## config.mk

```make
export PLATFORM = sky130hd
export DESIGN_NAME = flash_status_guard
export DESIGN_NICKNAME = d
export VERILOG_FILES = /design/src/rtl/fsg_pkg.sv /design/src/rtl/fsg_protect_map.sv /design/src/rtl/fsg_region_check.sv /design/src/rtl/fsg_wrsr_timer.sv /design/src/rtl/flash_status_guard.sv
export SDC_FILE = /design/constraint.sdc
export NUM_CORES = 1
export LEC_CHECK = 0
export CAP_MARGIN = 20
export CORE_MARGIN = 5
export CORE_UTILIZATION = 35
export DETAILED_ROUTE_END_ITERATION = 7
export DONT_BUFFER_PORTS = 1
export GPL_TIMING_DRIVEN = 0
export PLACE_DENSITY = 0.51
export SLEW_MARGIN = 20
export SYNTH_ARGS = -nofsm -noshare
export SYNTH_HDL_FRONTEND = slang
export SYNTH_HIERARCHICAL = 1
export SYNTH_SLANG_ARGS = --single-unit
```

## constraint.sdc

```tcl
create_clock -name clk -period 7.5 [get_ports clk]
set_clock_uncertainty 0.2 [all_clocks]
set_input_delay 0.75 -clock clk [delete_from_list [all_inputs] [get_ports clk]]
set_output_delay 0.75 -clock clk [all_outputs]
set_load 0.05 [all_outputs]
```

## src/rtl/fsg_pkg.sv

```systemverilog
package fsg_pkg;
   typedef enum logic [2:0] {
      RK_NONE  = 3'd0,
      RK_PROG  = 3'd1,
      RK_SECT  = 3'd2,
      RK_BLK32 = 3'd3,
      RK_BLK64 = 3'd4,
      RK_CHIP  = 3'd5
   } req_kind_t;

   localparam int unsigned ST_BUSY = 0;
   localparam int unsigned ST_WEL  = 1;
   localparam int unsigned ST_BP_LO = 2;
   localparam int unsigned ST_BP_HI = 4;
   localparam int unsigned ST_LOCK = 7;
endpackage

```

## src/rtl/fsg_protect_map.sv

```systemverilog
module fsg_protect_map #(
   parameter int unsigned ARRAY_AW = 16
) (
   input  logic [2:0]          bp,
   output logic [ARRAY_AW:0]   limit
);
   localparam longint unsigned FULL_B = 64'd1 << ARRAY_AW;
   localparam longint unsigned SIXT_B = FULL_B >> 4;
   localparam logic [ARRAY_AW:0] LIM_FULL = (ARRAY_AW+1)'(FULL_B);
   localparam logic [ARRAY_AW:0] LIM_14   = (ARRAY_AW+1)'(SIXT_B * 14);
   localparam logic [ARRAY_AW:0] LIM_12   = (ARRAY_AW+1)'(SIXT_B * 12);
   localparam logic [ARRAY_AW:0] LIM_8    = (ARRAY_AW+1)'(SIXT_B * 8);

   if (ARRAY_AW < 4 || ARRAY_AW > 30) begin : g_bad_aw
      $error("fsg_protect_map: ARRAY_AW out of range");
   end

   always_comb begin
      unique casez (bp)
         3'b000:  limit = '0;
         3'b001:  limit = LIM_14;
         3'b010:  limit = LIM_12;
         3'b011:  limit = LIM_8;
         default: limit = LIM_FULL;
      endcase
   end
endmodule

```

## src/rtl/fsg_region_check.sv

```systemverilog
module fsg_region_check
   import fsg_pkg::*;
#(
   parameter int unsigned ADDR_W    = 24,
   parameter int unsigned ARRAY_AW  = 16,
   parameter int unsigned SECT_AW   = 12,
   parameter int unsigned BLK32_AW  = 15,
   parameter int unsigned BLK64_AW  = 16
) (
   input  req_kind_t           kind,
   input  logic [ADDR_W-1:0]   addr,
   input  logic [2:0]          bp,
   input  logic [ARRAY_AW:0]   limit,
   output logic                blocked
);
   function automatic logic [ARRAY_AW-1:0] low_mask(input int unsigned aw);
      if (aw >= ARRAY_AW) return '1;
      return ARRAY_AW'((64'd1 << aw) - 64'd1);
   endfunction

   localparam logic [ARRAY_AW-1:0] M_SECT  = low_mask(SECT_AW);
   localparam logic [ARRAY_AW-1:0] M_BLK32 = low_mask(BLK32_AW);
   localparam logic [ARRAY_AW-1:0] M_BLK64 = low_mask(BLK64_AW);

   if (!(SECT_AW <= BLK32_AW && BLK32_AW <= BLK64_AW)) begin : g_bad_order
      $error("fsg_region_check: region sizes must grow");
   end

   logic [ARRAY_AW-1:0] a_loc;
   if (ADDR_W >= ARRAY_AW) begin : g_trunc
      assign a_loc = addr[ARRAY_AW-1:0];
   end else begin : g_extend
      assign a_loc = {{(ARRAY_AW-ADDR_W){1'b0}}, addr};
   end

   logic [ARRAY_AW-1:0] base;
   always_comb begin
      unique case (kind)
         RK_SECT:  base = a_loc & ~M_SECT;
         RK_BLK32: base = a_loc & ~M_BLK32;
         RK_BLK64: base = a_loc & ~M_BLK64;
         default:  base = a_loc;
      endcase
   end

   always_comb begin
      if (kind == RK_CHIP) blocked = (bp != 3'b000);
      else                 blocked = ({1'b0, base} < limit);
   end
endmodule

```

## src/rtl/fsg_wrsr_timer.sv

```systemverilog
module fsg_wrsr_timer #(
   parameter int unsigned CYCLES = 8
) (
   input  logic clk,
   input  logic rst_n,
   input  logic start,
   output logic done
);
   localparam int unsigned CW = (CYCLES > 1) ? $clog2(CYCLES) : 1;

   if (CYCLES < 1) begin : g_bad_cyc
      $error("fsg_wrsr_timer: CYCLES must be at least 1");
   end

   logic [CW-1:0] cnt;
   logic          active;

   assign done = active && (cnt == '0);

   always_ff @(posedge clk) begin
      if (!rst_n) begin
         cnt    <= '0;
         active <= 1'b0;
      end else if (start) begin
         cnt    <= CW'(CYCLES - 1);
         active <= 1'b1;
      end else if (active) begin
         if (cnt == '0) active <= 1'b0;
         else           cnt    <= cnt - 1'b1;
      end
   end
endmodule

```

## src/rtl/flash_status_guard.sv

```systemverilog
module flash_status_guard
   import fsg_pkg::*;
#(
   parameter int unsigned ADDR_W      = 24,
   parameter int unsigned ARRAY_AW    = 16,
   parameter int unsigned WRSR_CYCLES = 8
) (
   input  logic              clk,
   input  logic              rst_n,
   input  logic              ev_wren,
   input  logic              ev_wrdi,
   input  logic              ev_wrsr,
   input  logic [7:0]        wrsr_data,
   input  logic              ev_prog,
   input  logic              ev_sect_erase,
   input  logic              ev_blk32_erase,
   input  logic              ev_blk64_erase,
   input  logic              ev_chip_erase,
   input  logic [ADDR_W-1:0] req_addr,
   input  logic              wp_n,
   input  logic              cycle_done,
   output logic [7:0]        status,
   output logic              grant,
   output logic              deny
);
   logic       lock_q, wel_q, busy_q, wrsr_run_q;
   logic [2:0] bp_q;
   logic [7:0] pend_q;

   req_kind_t  kind;
   logic       req_any, blocked, hw_locked, wrsr_ok, req_ok, tmr_done;
   logic [ARRAY_AW:0] limit;

   always_comb begin
      if      (ev_prog)        kind = RK_PROG;
      else if (ev_sect_erase)  kind = RK_SECT;
      else if (ev_blk32_erase) kind = RK_BLK32;
      else if (ev_blk64_erase) kind = RK_BLK64;
      else if (ev_chip_erase)  kind = RK_CHIP;
      else                     kind = RK_NONE;
   end

   assign req_any   = (kind != RK_NONE);
   assign hw_locked = lock_q && !wp_n;
   assign wrsr_ok   = wel_q && !hw_locked;
   assign req_ok    = wel_q && !blocked;

   fsg_protect_map #(.ARRAY_AW(ARRAY_AW)) i_map (
      .bp    (bp_q),
      .limit (limit)
   );

   fsg_region_check #(.ADDR_W(ADDR_W), .ARRAY_AW(ARRAY_AW)) i_region (
      .kind    (kind),
      .addr    (req_addr),
      .bp      (bp_q),
      .limit   (limit),
      .blocked (blocked)
   );

   fsg_wrsr_timer #(.CYCLES(WRSR_CYCLES)) i_timer (
      .clk   (clk),
      .rst_n (rst_n),
      .start (!busy_q && ev_wrsr && wrsr_ok),
      .done  (tmr_done)
   );

   always_ff @(posedge clk) begin
      if (!rst_n) begin
         lock_q     <= 1'b0;
         bp_q       <= 3'b000;
         wel_q      <= 1'b0;
         busy_q     <= 1'b0;
         wrsr_run_q <= 1'b0;
         pend_q     <= 8'h00;
         grant      <= 1'b0;
         deny       <= 1'b0;
      end else begin
         grant <= 1'b0;
         deny  <= 1'b0;
         if (busy_q) begin
            if (ev_wrsr || req_any) deny <= 1'b1;
            if (wrsr_run_q && tmr_done) begin
               lock_q     <= pend_q[ST_LOCK];
               bp_q       <= pend_q[ST_BP_HI:ST_BP_LO];
               wel_q      <= 1'b0;
               busy_q     <= 1'b0;
               wrsr_run_q <= 1'b0;
            end else if (!wrsr_run_q && cycle_done) begin
               wel_q  <= 1'b0;
               busy_q <= 1'b0;
            end
         end else if (ev_wren) begin
            wel_q <= 1'b1;
         end else if (ev_wrdi) begin
            wel_q <= 1'b0;
         end else if (ev_wrsr) begin
            if (wrsr_ok) begin
               grant      <= 1'b1;
               busy_q     <= 1'b1;
               wrsr_run_q <= 1'b1;
               pend_q     <= wrsr_data;
            end else begin
               deny <= 1'b1;
            end
         end else if (req_any) begin
            if (req_ok) begin
               grant  <= 1'b1;
               busy_q <= 1'b1;
            end else begin
               deny <= 1'b1;
            end
         end
      end
   end

   assign status = {lock_q, 2'b00, bp_q, wel_q, busy_q};
endmodule

```

==> metrics.md, run 1 <==
| Metric | Value |
|---|---|
| Finished Cell Area | `1710 µm²` |
| Tmin final | `3.98 ns` |
| Largest net degree at the start of global routing | `11` |
| Multi-input gate area | `1020 µm²` |
| Hold Path Class | `flop to flop` |
| First-pass GRT wire length | `5120 µm` |
| Sink Count | `17` |
| Synth area leader | `dfxtp_1` |
| Die height | `76.6 µm` |
| Critical Path Sink Type | `flop` |
| Count leader, synth | `inv_1` |
| I/O Buffers | `0` |
| Routed len/inst | `11.3 µm` |
| Fin. max-slew vios | `0` |
| Req. time, crit path | `7.46 ns` |
| Share of cells above drive strength 1 | `0.131` |
| Max VDD drop | `0.0834 mV` |
| Unrepaired setup endpoints after global routing | `no` |
| Maximum clock insertion buffer count | `2` |
| Seq pwr share | `0.435` |
| Max Freq | `0.251 GHz` |
| Crit path cell chain | `or3_1 > nor2_1 > nor3b_1 > nor2_1 > clkbuf_1 > and2_1 > ha_1 > nand2_1 > nor2_1 > nand2_1 > a211oi_1 > o32ai_1 > nor3b_1 > o31ai_1 > a211oi_1` |
| TritonCTS clock tree | `built` |
| Htree depth | `1` |
| P&R area growth vs syn | `10.2%` |
| Vias per cell | `4.69` |
| Post-Syn Area | `1550 µm²` |
| Worst Setup Start Kind | `primary input` |
| R2R setup slack | `4.48 ns` |
| Vias in the first global route | `1198` |
| Slew HR | `0.559` |
| Post-synth top area share | `0.219` |
| Sequential share of the synthesized area | `0.219` |
| Antenna diodes | `0` |
| Fillcell total | `481` |
| Initial Util | `0.359` |
| FF+latch count, synth | `17` |
| Vias | `1281` |
| Routed WL | `3090 µm` |
| Core area | `4320 µm²` |
| Comb pwr share | `0.261` |
| Clock Pin Slew Worst Setup and Hold Paths | `0.06 ns` |
| DP Area | `1670 µm²` |
| Top post-synthesis cells by count | `inv_1, nor2_1, buf_4` |
| Clk pwr share | `0.304` |
| Die area | `5870 µm²` |
| Slew at the pin with the worst max-slew slack | `0.660 ns` |
| Switching share of power | `0.290` |
| Worst path arrival time | `3.94 ns` |
| Ports | `54` |
| Placed wire-length estimate | `2590 µm` |
| Skew-Pair Late Insertion Delay | `0.25 ns` |
| RR Endpoint | `grant$_SDFF_PP0_` |
| Worst-path cell with the longest stage delay | `or3_1` |
| Critical Path Start | `ev_sect_erase` |
| Largest stage delay, worst path | `0.43 ns` |
| CTS root buf | `clkbuf_8` |
| CP max FO | `10` |
| Top FF cell, synth | `dfxtp_1` |
| CP endpoint | `grant$_SDFF_PP0_` |
| Grt ovf | `0` |
| CTS buffer count | `3` |
| Endpoints failing setup | `0` |
| Period utilization | `0.531` |
| Die W | `76.6 µm` |
| Distinct cells, synth | `44` |
| Gp weighted congestion | `0.753` |
| Pre-antenna DRT Iters | `4` |
| Post-CTS Setup Bufs | `0` |
| Status | `completed` |
| Synth Instances | `204` |
| Rows | `24` |
| Main area contributors after synthesis | `dfxtp_1, ha_1, buf_4` |
| Hold path depth | `2` |
| Most repeated library cell on the critical path | `nor2_1` |
| Initial DRC Count | `21` |
| Sw Pwr | `0.0650 mW` |
| Max Cap Violations | `0` |
| Overall global routing resource usage | `0.105` |
| Reg2reg start | `bp_q[0]$_SDFFE_PN0P_` |
| Setup TNS | `0 ns` |
| Post-synth EDFFs | `0` |
| Ys Warns | `6` |
| Pwr dens | `131 nW/µm²` |
| Syn Area/Cell | `7.61 µm²` |
| CTS Hold Bufs | `0` |
| Setup CP Type | `primary input to flop` |
| Async SR Flop Fraction | `0` |
| Post-CTS Resized | `0` |
| R2R depth | `11` |
| Antenna violations before repair | `0` |
| Cell Int Power | `0.159 mW` |
| P_leak | `0.736 nW` |
| Antenna Violating Nets Remaining | `0` |
| Final-report hold violation count | `0` |
| Register area | `340 µm²` |
| Number of remaining DRC errors | `0` |
| Layout Nets | `283` |
==> layer usage <==
metal / vias up / routed length [µm] / GRT usage
li1: 699 / - / -
met1: 548 / 1470 / 0.125
met2: 32 / 1350 / 0.165
met3: 2 / 251 / 0.0437
met4: 0 / 23 / 0.0420
met5: - / 0 / 0
==> worst max-delay path: cells and delay by family <==
family | cells | cell delay [ns]
adder cells (fa/ha/maj) | 1 | 0.28
AO/OA/AOI/OAI | 4 | 0.76
AND/OR/NAND/NOR | 9 | 1.91
buffers and inverters | 1 | 0.22
==> how the worst min path moves through the flow <==
stage / from / endpoint / slack, ns
after floorplan: pend_q[2]$_SDFFE_PN0P_ / pend_q[2]$_SDFFE_PN0P_ / 0.25
after global placement: pend_q[4]$_SDFFE_PN0P_ / pend_q[4]$_SDFFE_PN0P_ / 0.26
after detailed placement: pend_q[4]$_SDFFE_PN0P_ / pend_q[4]$_SDFFE_PN0P_ / 0.27
after CTS: pend_q[3]$_SDFFE_PN0P_ / pend_q[3]$_SDFFE_PN0P_ / 0.28
after global routing: pend_q[3]$_SDFFE_PN0P_ / pend_q[3]$_SDFFE_PN0P_ / 0.29
final: pend_q[3]$_SDFFE_PN0P_ / pend_q[3]$_SDFFE_PN0P_ / 0.27
==> kinds of logic after synthesis <==
kind of cell             Yosys count  synth area share
AO/OA/AOI/OAI                     38             0.162
XOR/XNOR                           1           0.00564
adder cells (fa/ha/maj)           17             0.137
buffers and inverters             45             0.158
flip-flops                        17             0.219
multiplexers                       5            0.0322
other                              2           0.00484
AND/OR/NAND/NOR                   79             0.281
==> cell usage in the layout (no fill, tap or decap), types with 2 or more instances in the layout <==
cell	Yosys	layout
a211oi_1	3	3
a21oi_1	15	15
and2_1	15	15
and2_4	2	2
buf_4	18	18
clkbuf_1	4	5
clkbuf_8	0	3
conb_1	2	15
dfxtp_1	17	17
ha_1	17	17
inv_1	21	21
mux2i_1	5	5
nand2_1	15	15
nand2b_1	2	2
nand3_1	3	3
nand4_1	5	5
nor2_1	19	19
nor2b_1	3	3
nor3_1	2	2
nor3b_1	4	4
o21ai_0	3	3
o31ai_1	5	5
or3_1	2	2
==> power by group through the flow <==
stage | logic (mW) | registers, mW | clock network [mW]
after detailed placement | 0.0587 | 0.0996 | 0
after global placement | 0.0588 | 0.0996 | 0
after CTS | 0.0591 | 0.0976 | 0.0700
final | 0.0585 | 0.0975 | 0.0681
after global routing | 0.0669 | 0.0980 | 0.0743
after floorplan | 0.0509 | 0.0988 | 0
==> layout make-up <==
class	count	area share
tap	52	0.0380
clock buffer	4	0.0263
buffer	24	0.0972
sequential	17	0.199
multi-input combinational	155	0.594
inverter	21	0.0461
==> state kept, by name, summed over array words and instances, names as in the netlist <==
register / cells
bp_q: 3
busy_q: 1
deny: 1
grant: 1
i_timer/active: 1
i_timer/cnt: 3
lock_q: 1
pend_q: 4
wel_q: 1
wrsr_run_q: 1
==> stage by stage <==
step | hold slack, ns | total power [mW] | worst slack, ns | cells | utilization
final | 0.274 | 0.224 | 3.52 | 273 | 0.396
after detailed placement | 0.268 | 0.158 | 3.22 | 269 | 0.385
after global routing | 0.290 | 0.239 | 3.14 | 273 | 0.396
after CTS | 0.278 | 0.227 | 3.45 | 273 | 0.396
after global placement | 0.263 | 0.158 | 3.20 | 269 | 0.385
after floorplan | 0.248 | 0.150 | 3.76 | 217 | -
(Power assumes the default switching activity.)
==> run 2, diff against run 1 <==
ABC_AREA = 1   (was unset)
PLACE_DENSITY = 0.53   (was 0.51)
clock period = 3.25 ns   (was 7.5 ns; I/O delays follow)
==> run 2 against run 1 <==
  * First-iteration DRC count is 14% higher
  * Via count up 10%
  * Synthesized area up 6.1%
  * Register-to-register slack got worse by 3.9 ns
  * Design area increased by 6.3%
  * Sequential cell count unchanged
  * Synthesized cell count rose by 34%
  * Clock power is 130% higher
  * Clock-buffer cell count did not move
  * Final cell count grew 26%
  * Die area rose by 5.3%
==> metrics.md, run 2 <==
| Metric | Value |
|---|---|
| Initial DRC Count | `24 (was 21)` |
| Max Freq | `0.371 GHz` |
| Hold Path Class | `primary input to flop (was flop to flop)` |
| Antenna diodes | `0 (unchanged)` |
| Placed wire-length estimate | `2510 µm (was 2590 µm)` |
| Final-report hold violation count | `0 (unchanged)` |
| Period utilization | `0.829` |
| Number of remaining DRC errors | `0 (unchanged)` |
| Layout Nets | `353 (was 283)` |
| Post-synth top area share | `0.207 (was 0.219)` |
| Number of flip-flops in the largest register | `4 (unchanged)` |
| Antenna violations before repair | `0 (unchanged)` |
| Gp weighted congestion | `0.708 (was 0.753)` |
| TritonCTS clock tree | `built (unchanged)` |
| Commonest non-fill, non-tap cell in the layout | `inv_1 (unchanged)` |
| Antenna Violating Nets Remaining | `0 (unchanged)` |
| Comb pwr share | `0.270 (was 0.261)` |
| Post-synth EDFFs | `0 (unchanged)` |
| Core area | `4660 µm² (was 4320 µm²)` |
| Ys Warns | `6 (unchanged)` |
| Clock Pin Slew Worst Setup and Hold Paths | `0.06 ns (about the same)` |
| Pre-antenna DRT Iters | `4 (unchanged)` |
| Skew-Pair Late Insertion Delay | `0.25 ns (about the same)` |
| CTS root buf | `clkbuf_8 (unchanged)` |
| Cell Int Power | `0.364 mW (was 0.159 mW)` |
| Setup TNS | `0 ns (unchanged)` |
| Top Registers | `pend_q: 4 flops, bp_q: 3 flops, i_timer/cnt: 3 flops (unchanged)` |
| Syn Area/Cell | `6.04 µm² (was 7.61 µm²)` |
| Max Cap Violations | `0 (unchanged)` |
| Sink of the worst hold path | `pend_q[4]$_SDFFE_PN0P_ (was pend_q[3]$_SDFFE_PN0P_)` |
| Vias per cell | `4.09 (was 4.69)` |
| Rows | `25 (was 24)` |
| Req. time, crit path | `3.20 ns (was 7.46 ns)` |
| Share of cells above drive strength 1 | `0.127 (was 0.131)` |
| FF+latch count, synth | `17 (unchanged)` |
| P_leak | `1.01 nW (was 0.736 nW)` |
| Die area | `6180 µm² (was 5870 µm²)` |
| Vias in the first global route | `1279 (was 1198)` |
| Synth Instances | `273 (was 204)` |
| Distinct cells, synth | `30 (was 44)` |
| P&R area growth vs syn | `10.4% (was 10.2%)` |
| Top reg by flops | `pend_q (unchanged)` |
| Max VDD drop | `0.287 mV (was 0.0834 mV)` |
| Top FF cell, synth | `dfxtp_1 (unchanged)` |
| Endpoints failing setup | `0 (unchanged)` |
| Die height | `78.6 µm (was 76.6 µm)` |
| Clk pwr share | `0.298 (was 0.304)` |
| Critical Path Sink Type | `flop (unchanged)` |
| Htree depth | `1 (unchanged)` |
| Sink Count | `17 (unchanged)` |
| Die W | `78.6 µm (was 76.6 µm)` |
| Layout Cells excl Fill | `345 (was 273)` |
| Main area contributors after synthesis | `dfxtp_1, inv_1, nand2_1 (was dfxtp_1, ha_1, buf_4)` |
| CTS buffer count | `3 (unchanged)` |
| Hold path depth | `2 (unchanged)` |
| Top post-synthesis cells by count | `inv_1, nand2_1, nor2_1 (was inv_1, nor2_1, buf_4)` |
| Post-CTS Resized | `0 (unchanged)` |
| Grt ovf | `0 (unchanged)` |
| Switching share of power | `0.300 (was 0.290)` |
| Worst Setup Start Kind | `primary input (unchanged)` |
| Maximum clock insertion buffer count | `2 (unchanged)` |
| Unrepaired setup endpoints after global routing | `no (unchanged)` |
| RR Endpoint | `deny$_SDFF_PN0_ (was grant$_SDFF_PP0_)` |
| Sequential share of the synthesized area | `0.207 (was 0.219)` |
| Reg2reg start | `bp_q[0]$_SDFFE_PN0P_ (unchanged)` |
| Routed WL | `2950 µm (was 3090 µm)` |
| Status | `completed (unchanged)` |
| Worst path arrival time | `2.64 ns (was 3.94 ns)` |
| R2R depth | `15 (was 11)` |
| First-pass GRT wire length | `5230 µm (was 5120 µm)` |
| Tmin final | `2.69 ns` |
| Vias | `1410 (was 1281)` |
| Count leader, synth | `inv_1 (unchanged)` |
| Largest net degree at the start of global routing | `11 (unchanged)` |
| Ports | `54 (unchanged)` |
| R2R setup slack | `0.61 ns (was 4.48 ns)` |
| CP max FO | `10 (unchanged)` |
| Hold_sp | `rst_n (was pend_q[3]$_SDFFE_PN0P_)` |
| Sw Pwr | `0.156 mW (was 0.0650 mW)` |
| Synth area leader | `dfxtp_1 (unchanged)` |
| Slew HR | `0.537 (was 0.559)` |
| Most frequent cells in the layout | `inv_1, nand2_1, nor2_1, buf_4 (was inv_1, nor2_1, buf_4, dfxtp_1, ha_1)` |
| Post-Syn Area | `1650 µm² (was 1550 µm²)` |
| Setup CP Type | `primary input to flop (unchanged)` |
| Fin. max-slew vios | `0 (unchanged)` |
| Placed Instances | `340 (was 269)` |
| I/O Buffers | `0 (unchanged)` |
| Slew at the pin with the worst max-slew slack | `0.694 ns (was 0.660 ns)` |
| Seq pwr share | `0.431 (was 0.435)` |
| Overall global routing resource usage | `0.102 (was 0.105)` |
| Routed len/inst | `8.56 µm (was 11.3 µm)` |
| Initial Util | `0.354 (was 0.359)` |
| Async SR Flop Fraction | `0 (unchanged)` |
| Pwr dens | `286 nW/µm² (was 131 nW/µm²)` |
-- run 2: cell count changes after synthesis, moves of 8 or more --
cell,delta
nand2_1,+43
inv_1,+40
nor2_1,+28
and2_1,-14
nand3_1,+8
-- run 2: final cells by class --
type | count | area (µm²)
inverters | 64 | 241
repair buffers | 1 | 10.0
plain buffers | 20 | 150
clock buffers | 4 | 45.0
flip-flops and latches | 17 | 340
multi-input cells | 185 | 965
fillers | 532 | 2840
well taps | 54 | 67.6
-- run 2: through the flow --
step | cell area [µm²] | utilization | hold WS, ns | power, mW | worst slack [ns]
floorplan | 1700 | - | 0.244 | 0.352 | 0.574
global placement | 1760 | 0.379 | 0.253 | 0.369 | 0.262
detailed placement | 1760 | 0.379 | 0.253 | 0.370 | 0.228
CTS | 1820 | 0.390 | 0.00289 | 0.531 | 0.495
global route | 1820 | 0.390 | 0.00188 | 0.563 | 0.133
finish | 1820 | 0.390 | 0.00723 | 0.520 | 0.556
-- run 2: how the worst max path moves through the flow --
stage                   start              end  slack, ns  cells past startpoint
3_3_place_gp   ev_blk32_erase  deny$_SDFF_PN0_       0.26                     19
4_1_cts        ev_blk32_erase  deny$_SDFF_PN0_       0.49                     19
5_1_grt         ev_sect_erase  deny$_SDFF_PN0_       0.13                     19
3_5_place_dp    ev_sect_erase  deny$_SDFF_PN0_       0.23                     19
6_report       ev_blk32_erase  deny$_SDFF_PN0_       0.56                     19
2_1_floorplan  ev_blk32_erase  deny$_SDFF_PN0_       0.57                     19
-- run 2: kinds of logic after synthesis --
kind of cell | after synthesis | synth area share
and+or+nand+nor | 131 | 0.345
other | 2 | 0.00456
adders and majority gates | 17 | 0.129
xor gates and xnor gates | 1 | 0.00532
AOI/OAI and AO/OA | 21 | 0.0714
DFF | 17 | 0.207
buffers and inverters | 84 | 0.238
-- run 2: critical path, cell delays in order --
cell and delay [ns]:
inv_1 0.07, nand2_1 0.07, nor3b_1 0.38, nand3_2 0.18
nand2_1 0.13, buf_6 0.15, nor2_1 0.05, ha_1 0.28
nand2_1 0.06, nor2_1 0.13, nand2_1 0.06, nor2_1 0.10
nand2_1 0.05, nand3_1 0.08, nand2_1 0.07, nor3b_1 0.22
o21ai_0 0.11, nand3_1 0.08, nor2_1 0.04
-- run 2: power by group through the flow --
stage	logic [mW]	clock network, mW	registers [mW]
6_report	0.140	0.155	0.224
5_1_grt	0.166	0.172	0.225
4_1_cts	0.143	0.164	0.224
3_5_place_dp	0.141	0	0.229
3_3_place_gp	0.140	0	0.229
2_1_floorplan	0.124	0	0.228
-- run 2: what timing repair did --
action                                 in CTS  in global routing
hold buffers                                1                  0
setup buffers                               0                  0
endpoints found under the hold margin       3                  0
-- run 2: layer usage --
metal | vias up | global-route usage | part of all wire
met5 | - | 0 | 0
met2 | 27 | 0.184 | 0.49
li1 | 816 | - | -
met3 | 2 | 0.0229 | 0.062
met4 | 0 | 0.0315 | 0.0091
met1 | 565 | 0.118 | 0.44
